**config.mk**
```make
export PLATFORM = sky130hd
export DESIGN_NAME = fj_ctrl
export DESIGN_NICKNAME = d
export VERILOG_FILES = /design/src/rtl/fj_pkg.sv /design/src/rtl/fj_celem.sv /design/src/rtl/fj_stage.sv /design/src/rtl/fj_fork.sv /design/src/rtl/fj_join.sv /design/src/rtl/fj_ctrl.sv
export SDC_FILE = /design/constraint.sdc
export NUM_CORES = 1
export LEC_CHECK = 0
export BUFFER_PORTS_ARGS = -buffer_cell sky130_fd_sc_hd__buf_2
export CAP_MARGIN = 10
export CORE_AREA = 2 2 61 63
export DETAILED_ROUTE_END_ITERATION = 10
export DIE_AREA = 0 0 63 65
export PLACE_DENSITY = 0.78
export SLEW_MARGIN = 20
export SYNTH_ARGS = -nofsm -noshare
export SYNTH_HDL_FRONTEND = slang
export SYNTH_SLANG_ARGS = --single-unit
```
**constraint.sdc**
```tcl
create_clock -name clk -period 1.4 [get_ports clk]
set_input_delay 0.14 -clock clk [delete_from_list [all_inputs] [get_ports clk]]
set_output_delay 0.14 -clock clk [all_outputs]
set_load 0.01 [all_outputs]
```
**src/rtl/fj_pkg.sv**
```systemverilog
// Shared constants for the two-phase fork/join controller.
package fj_pkg;
    // Number of branches on each side of a fork or join.
    localparam int unsigned FJ_WAYS = 2;
    // Phase of a two-phase handshake line.
    typedef enum logic {PH_EVEN = 1'b0, PH_ODD = 1'b1} phase_e;
endpackage

```
**src/rtl/fj_celem.sv**
```systemverilog
// Clocked Muller C-element.
// Purpose: the output follows the inputs when they all agree and holds otherwise.
// Assumes: two-phase inputs that are at most one toggle apart from each other.
module fj_celem #(
    parameter int unsigned N = 2
) (
    input  logic         clk,
    input  logic         rst_n,
    input  logic [N-1:0] ins,
    output logic         q
);
    logic all_hi;
    logic all_lo;

    generate
        if (N == 1) begin : g_single
            assign all_hi = ins[0];
            assign all_lo = ~ins[0];
        end else begin : g_multi
            assign all_hi = &ins;
            assign all_lo = ~|ins;
        end
    endgenerate

    // Update the output on agreement and hold it on disagreement.
    always_ff @(posedge clk) begin
        if (!rst_n) begin
            q <= 1'b0;
        end else if (all_hi) begin
            q <= 1'b1;
        end else if (all_lo) begin
            q <= 1'b0;
        end
    end
endmodule

```
**src/rtl/fj_stage.sv**
```systemverilog
// Capture stage with a two-phase latch controller.
// Purpose: hold one item and capture the next one once downstream has caught up.
// Assumes: upstream data is stable while in_req differs from phase.
module fj_stage #(
    parameter int unsigned W = 8
) (
    input  logic         clk,
    input  logic         rst_n,
    input  logic         in_req,
    input  logic [W-1:0] in_data,
    input  logic         out_ack,
    output fj_pkg::phase_e phase,
    output logic [W-1:0] data_q
);
    import fj_pkg::*;

    logic new_item;
    logic drained;
    logic take;

    // Detect a pending item and check that the previous one was consumed.
    always_comb begin
        new_item = in_req ^ phase;
        drained  = ~(out_ack ^ phase);
        take     = new_item & drained;
    end

    // Capture the item and move to the new phase.
    always_ff @(posedge clk) begin
        if (!rst_n) begin
            phase  <= PH_EVEN;
            data_q <= '0;
        end else if (take) begin
            phase  <= phase_e'(in_req);
            data_q <= in_data;
        end
    end
endmodule

```
**src/rtl/fj_fork.sv**
```systemverilog
// Fork controller: one source, two destinations.
// Purpose: drive the request and data to both destinations and merge their acknowledges.
// Assumes: each destination toggles its acknowledge once per request toggle.
module fj_fork #(
    parameter int unsigned W = 8
) (
    input  logic         clk,
    input  logic         rst_n,
    input  logic         src_req,
    input  logic [W-1:0] src_data,
    output logic         src_ack,
    output logic         dst_req,
    output logic [W-1:0] dst_data,
    input  logic [fj_pkg::FJ_WAYS-1:0] dst_ack
);
    import fj_pkg::*;

    logic   ack_merged;
    phase_e ph;

    fj_celem #(.N(FJ_WAYS)) u_ack_merge (
        .clk   (clk),
        .rst_n (rst_n),
        .ins   (dst_ack),
        .q     (ack_merged)
    );

    fj_stage #(.W(W)) u_stage (
        .clk     (clk),
        .rst_n   (rst_n),
        .in_req  (src_req),
        .in_data (src_data),
        .out_ack (ack_merged),
        .phase   (ph),
        .data_q  (dst_data)
    );

    // The stage phase serves as both the downstream request and the upstream acknowledge.
    always_comb begin
        dst_req = ph;
        src_ack = ph;
    end
endmodule

```
**src/rtl/fj_join.sv**
```systemverilog
// Join controller: two sources, one destination.
// Purpose: merge the source requests and concatenate their words into one item.
// Assumes: each source holds its word until the shared acknowledge matches its request.
module fj_join #(
    parameter int unsigned W = 8
) (
    input  logic clk,
    input  logic rst_n,
    input  logic [fj_pkg::FJ_WAYS-1:0]   src_req,
    input  logic [fj_pkg::FJ_WAYS*W-1:0] src_data,
    output logic src_ack,
    output logic dst_req,
    output logic [fj_pkg::FJ_WAYS*W-1:0] dst_data,
    input  logic dst_ack
);
    import fj_pkg::*;

    localparam int unsigned JW = FJ_WAYS * W;

    logic   req_merged;
    phase_e ph;

    fj_celem #(.N(FJ_WAYS)) u_req_merge (
        .clk   (clk),
        .rst_n (rst_n),
        .ins   (src_req),
        .q     (req_merged)
    );

    fj_stage #(.W(JW)) u_stage (
        .clk     (clk),
        .rst_n   (rst_n),
        .in_req  (req_merged),
        .in_data (src_data),
        .out_ack (dst_ack),
        .phase   (ph),
        .data_q  (dst_data)
    );

    // The stage phase is the merged request and is fanned out as the source acknowledge.
    always_comb begin
        dst_req = ph;
        src_ack = ph;
    end
endmodule

```
**src/rtl/fj_ctrl.sv**
```systemverilog
// Top: a two-way fork and a two-way join for transition-signaled pipelines.
// Purpose: glue for non-linear bundled-data pipelines.
// Assumes: all request and acknowledge lines follow the two-phase protocol, with data bundled.
module fj_ctrl #(
    parameter int unsigned DW = 8
) (
    input  logic            clk,
    input  logic            rst_n,
    input  logic            fk_in_req,
    input  logic [DW-1:0]   fk_in_data,
    output logic            fk_in_ack,
    output logic            fk_out_req,
    output logic [DW-1:0]   fk_out_data,
    input  logic            fk_out_ack_a,
    input  logic            fk_out_ack_b,
    input  logic            jn_in_req_a,
    input  logic [DW-1:0]   jn_in_data_a,
    input  logic            jn_in_req_b,
    input  logic [DW-1:0]   jn_in_data_b,
    output logic            jn_in_ack,
    output logic            jn_out_req,
    output logic [2*DW-1:0] jn_out_data,
    input  logic            jn_out_ack
);
    fj_fork #(.W(DW)) u_fork (
        .clk      (clk),
        .rst_n    (rst_n),
        .src_req  (fk_in_req),
        .src_data (fk_in_data),
        .src_ack  (fk_in_ack),
        .dst_req  (fk_out_req),
        .dst_data (fk_out_data),
        .dst_ack  ({fk_out_ack_b, fk_out_ack_a})
    );

    fj_join #(.W(DW)) u_join (
        .clk      (clk),
        .rst_n    (rst_n),
        .src_req  ({jn_in_req_a, jn_in_req_b}),
        .src_data ({jn_in_data_a, jn_in_data_b}),
        .src_ack  (jn_in_ack),
        .dst_req  (jn_out_req),
        .dst_data (jn_out_data),
        .dst_ack  (jn_out_ack)
    );
endmodule

```
== Word-level counts from Yosys, hierarchy flattened ==
Index checks and enable logic that the tools add are counted.
Operators by class
  equal/unequal tests: 2
  muxes and demuxes: 4
  bitwise logic cells: 8
  reduce and logical (&&, ||, !) cells: 4
Operators by type and width (count)
  $mux 1: 4
  $ne 2x2->1 const B: 2
  $reduce_and 2->1: 2
  $reduce_or 2->1: 2
  $xor 1x1->1: 4
  $and 1x1->1: 2
  $not 1->1: 2
Word-level totals
  flip-flop bits (word level): 28
  input port bits: 32
  output and inout port bits: 28
  word-level logic and storage cells: 24

== Longest topological paths before layout ==
  depth after elaboration: 3
  depth in mapped cells: 6
  depth with buffers taken out: 3

== Hierarchy ==
From an unflattened synthesis, not the netlist that was laid out.
Second synthesis, totals
  cells, all modules: 239
  area, all modules: 2055.7 um^2
Modules (own cells, without submodules)
  fj_stage (u_join.u_stage): instances 1, cells an instance 152, area an instance 1296.2 um^2, seq. area each 340.3 um^2
  fj_stage (u_fork.u_stage): instances 1, cells an instance 77, area an instance 646.9 um^2, seq. area each 180.2 um^2
  fj_celem: instances 2, cells an instance 4, area an instance 48.8 um^2, seq. area each 20.0 um^2
  fj_fork: instances 1, cells an instance 1, area an instance 7.5 um^2, seq. area each 0.0 um^2
  fj_join: instances 1, cells an instance 1, area an instance 7.5 um^2, seq. area each 0.0 um^2

== Worst setup path after synthesis ==
OpenSTA, ideal clock, no wires.
  kind: reg2reg
  start point: register u_join.u_stage.phase
  end point: register u_join.u_stage.data_q[11]
  library setup time: 120 ps
  arrival: 1107 ps
  data required time: 1280 ps
  path slack: 174 ps
  stages on the path, launching flop included: 5
  buffers on the path: 1
  clock period less this slack: 1226 ps
  cell sequence: dfxtp_1 > or3b_2 > buf_2 > nand3_1 > a21boi_1
On the way
  longest elaborated chain between the ends: 3
  elaborated cells on any way between the ends: 4
  classes of those cells: 4 x bitwise
Ends and longest elaborated chain
  start, declared: line fj_stage.sv:12  | output fj_pkg::phase_e phase,
  start signal, assigned: line fj_stage.sv:34  | phase <= phase_e'(in_req);
  $xor 1x1->1: line fj_stage.sv:24  | drained = ~(out_ack ^ phase);
  $not 1->1: line fj_stage.sv:24
  $and 1x1->1 *: line fj_stage.sv:25  | take = new_item & drained;
  end signal, assigned: line fj_stage.sv:35  | data_q <= in_data;
  end, declared: line fj_stage.sv:13  | output logic [W-1:0] data_q
Every way passes the cells marked *; elsewhere a longest branch is shown, timed or not.
A chain may end at the register's enable or synchronous reset.

== Worst setup path after layout ==
  start point: register u_join.u_stage.phase
  end point: register u_join.u_stage.data_q[0]
The elaborated chain is that of the path after synthesis.

==> results.py <==
metrics = {
    "outcome": {
        "outcome": "complete, no violations",
    },
    "worst_setup_path": {
        "worstSetupStartpointType": "register",
        "crit_family": "flip-flops",
        "crit_path_max_fanout": 8,
        "critPathCaptureType": "register",
        "max_stage_delay_ns": 0.38,
        "slowest_stage": "dfxtp_1",
        "cp_data_required_time_ns": 1.68,
        "critPathKind": "register to register",
        "crit_buf_inv": 1,
        "critPathArrivalTime_ns": 1.59,
        "cp_cell_sequence": "buf_4, or3b_1, a21boi_0, o31a_1",
    },
    "clocking": {
        "clkTransAtPathRegs_ns": 0.15,
        "root_buffer": "clkbuf_4",
        "clock-sinks": 28,
        "cts_buffer_depth": 2,
        "cts_tree": "built",
        "ctsResizeCount": 0,
        "cts_buffers": 3,
        "h-tree-depth": 1,
        "postCtsHoldBufs": 0,
        "post_cts_buffers": 0,
        "insertion_delay_ns": 0.32,
    },
    "synth": {
        "syn_inst": 192,
        "syn_nets": 226,
        "synthArstFlopShare_pct": 0,
        "ys_ff_latch": 28,
        "yosys-top-cells-area": "dfxtp_1, o21ai_0, a21boi_1",
        "synth.most_common_cell": "dfxtp_1",
        "syn_area_per_cell_um2": 8.576,
        "netlist_area_um2": 1647,
        "seq_area_frac_synth_pct": 34.04,
        "synth.distinct_cells": 29,
        "synth_commonest_cells": "dfxtp_1, o21ai_0, nand3_1, nand2_1, a21boi_1",
        "yosysTopAreaCell": "dfxtp_1",
        "synth_ff_type": "dfxtp_1",
        "synth_edf_count": 0,
        "yosys_warnings": 0,
        "netlist.area_leader.share_pct": 34.04,
    },
    "floorplan": {
        "die_h_um": 65,
        "num_rows": 22,
        "start_util_pct": 47.10,
        "ios": 60,
        "die_x_um": 63,
        "coreArea_um2": 3496,
        "die_area_um2": 4095,
    },
    "min_path": {
        "min_path_type": "input port to register",
    },
    "detailed_routing": {
        "wirelength_um": 3433,
        "via_count": 1558,
        "ant_nets": 0,
        "post_drt_wl_per_cell_um": 11.68,
        "drc": 0,
        "drt-initial-drc-count": 90,
        "viasPerCell": 5.299,
        "drt_first_pass_iters": 4,
    },
    "timing": {
        "grt_setup_unrepaired": "false",
        "tightest_slew_ns": 0.4385,
        "fmax_mhz": 761.0,
        "finalHoldViolCount": 0,
        "finalCriticalPeriod_ns": 1.314,
        "setup_slack_ns": 0.08595,
        "tns_ns": 0,
        "fin_worst_skew_ns": 0.003376,
        "period_share_pct": 93.86,
        "relSlewSlack_pct": 70.76,
        "report.final.slew_viol_count": 0,
        "setup_viol": 0,
    },
    "global_routing": {
        "grt_max_degree": 29,
        "grt_pass1_vias": 1320,
        "met3_usage_pct": 3.472,
        "globalRouteMet1Util_pct": 22.19,
        "use_met2_pct": 27.93,
        "grt_pass1_wl_um": 5782,
        "antenna_found_initial": 0,
        "overflow": 0,
        "grt_most_used_layer": "met2",
        "track_usage_pct": 16.97,
    },
    "finish": {
        "antenna_cells": 0,
        "fin_area_um2": 2007,
        "utilization_pct": 57.41,
        "area_growth_syn_to_layout_pct": 21.88,
        "layout-drive-gt1-share_pct": 32.11,
        "fin_nets": 281,
    },
    "placement": {
        "placed_area_um2": 1954,
        "io_buffers": 59,
        "dp_hpwl_um": 2463,
        "preCtsSetupSlack_ns": 0.1130,
        "place_congestion": 0.7770,
    },
    "power_and_ir_drop": {
        "p_per_area_nw_per_um2": 834.4,
        "p_leak_uw": 0.0008866,
        "peakVddDrop_mv": 0.3897,
    },
    "job": {
        "maxCapViolations": 0,
    },
}
[final cells by class]
cell class / count / area, um2
Fill cell: 335 / 1489
Multi-Input combinational cell: 144 / 959.7
Sequential cell: 28 / 560.5
Timing Repair Buffer: 69 / 370.4
Tap cell: 48 / 60.06
Clock inverter: 1 / 30.03
Clock buffer: 3 / 22.52
Inverter: 1 / 3.754
[report_power, final]
part	total [uW]	internal, uW	switching, uW
registers	866	833	32.6
logic	283	146	137
clock network	526	289	237
[worst min-delay path: cells and delay by family]
kind            cells  cell delay (ns)
compound gates      2             0.12
buf+inv             1             0.09
[per-layer routing]
layer,part of all wire [%],vias to the layer above
li1,-,797
met1,46,719
met2,47,40
met3,5.7,2
met4,0.79,0
met5,0,-
[path summary, 6_finish.rpt]
check | startpoint | to | slack (ns) | depth (start not counted)
setup / recovery | u_join.u_stage.phase$_SDFFE_PN0P_ | u_join.u_stage.data_q[0]$_SDFFE_PN0P_ | 0.09 | 4
hold / removal | jn_in_data_a[4] | u_join.u_stage.data_q[12]$_SDFFE_PN0P_ | 0.05 | 3
setup reg to reg | u_join.u_stage.phase$_SDFFE_PN0P_ | u_join.u_stage.data_q[0]$_SDFFE_PN0P_ | 0.09 | 4
hold reg to reg | u_join.u_stage.data_q[9]$_SDFFE_PN0P_ | u_join.u_stage.data_q[9]$_SDFFE_PN0P_ | 0.47 | 2
[per-stage QoR]
step | hold WS [ns] | instances | total power, uW
5_1_grt | 0.05503 | 294 | 1758
2_1_floorplan | 0.2958 | 192 | 1063
4_1_cts | 0.04356 | 294 | 1697
3_5_place_dp | 0.4120 | 290 | 1166
3_3_place_gp | 0.4135 | 290 | 1163
6_report | 0.05479 | 294 | 1674
[sequential cells by signal (all words and copies together), names as in the netlist]
name and cells:
u_join.u_req_merge.q 1, u_join.u_stage.phase 1, u_fork.u_stage.data_q 8, u_fork.u_ack_merge.q 1, u_fork.u_stage.phase 1, u_join.u_stage.data_q 16
[cell usage in the layout (no fill, tap or decap)]
cell type,synthesis,routed
bufinv_16,0,1
nor2_1,2,2
nand3_1,20,20
ha_1,2,2
buf_4,3,10
dfxtp_1,28,28
a21boi_1,16,16
a21boi_0,8,8
nor3b_1,7,7
nand3b_2,2,2
o21ai_0,24,24
or3b_2,1,1
nand2b_1,3,3
o21ai_1,1,1
maj3_2,1,1
nor2b_1,6,6
nand2_1,17,17
mux2i_1,2,2
o31a_1,8,8
nor3b_4,1,1
a32oi_1,4,4
buf_2,7,59
or3b_1,9,9
nor3b_2,1,1
and2_1,3,3
clkbuf_4,0,3
and3b_1,6,6
inv_1,1,1
[cell families after synthesis]
group,Yosys count,share of synthesized area [%]
simple gates,78,29.94
compound gates,61,24.92
flops,28,34.04
buf+inv,20,7.673
fa+ha+maj,3,2.203
mux,2,1.216
Note: power is estimated with default switching activity, not from simulation.
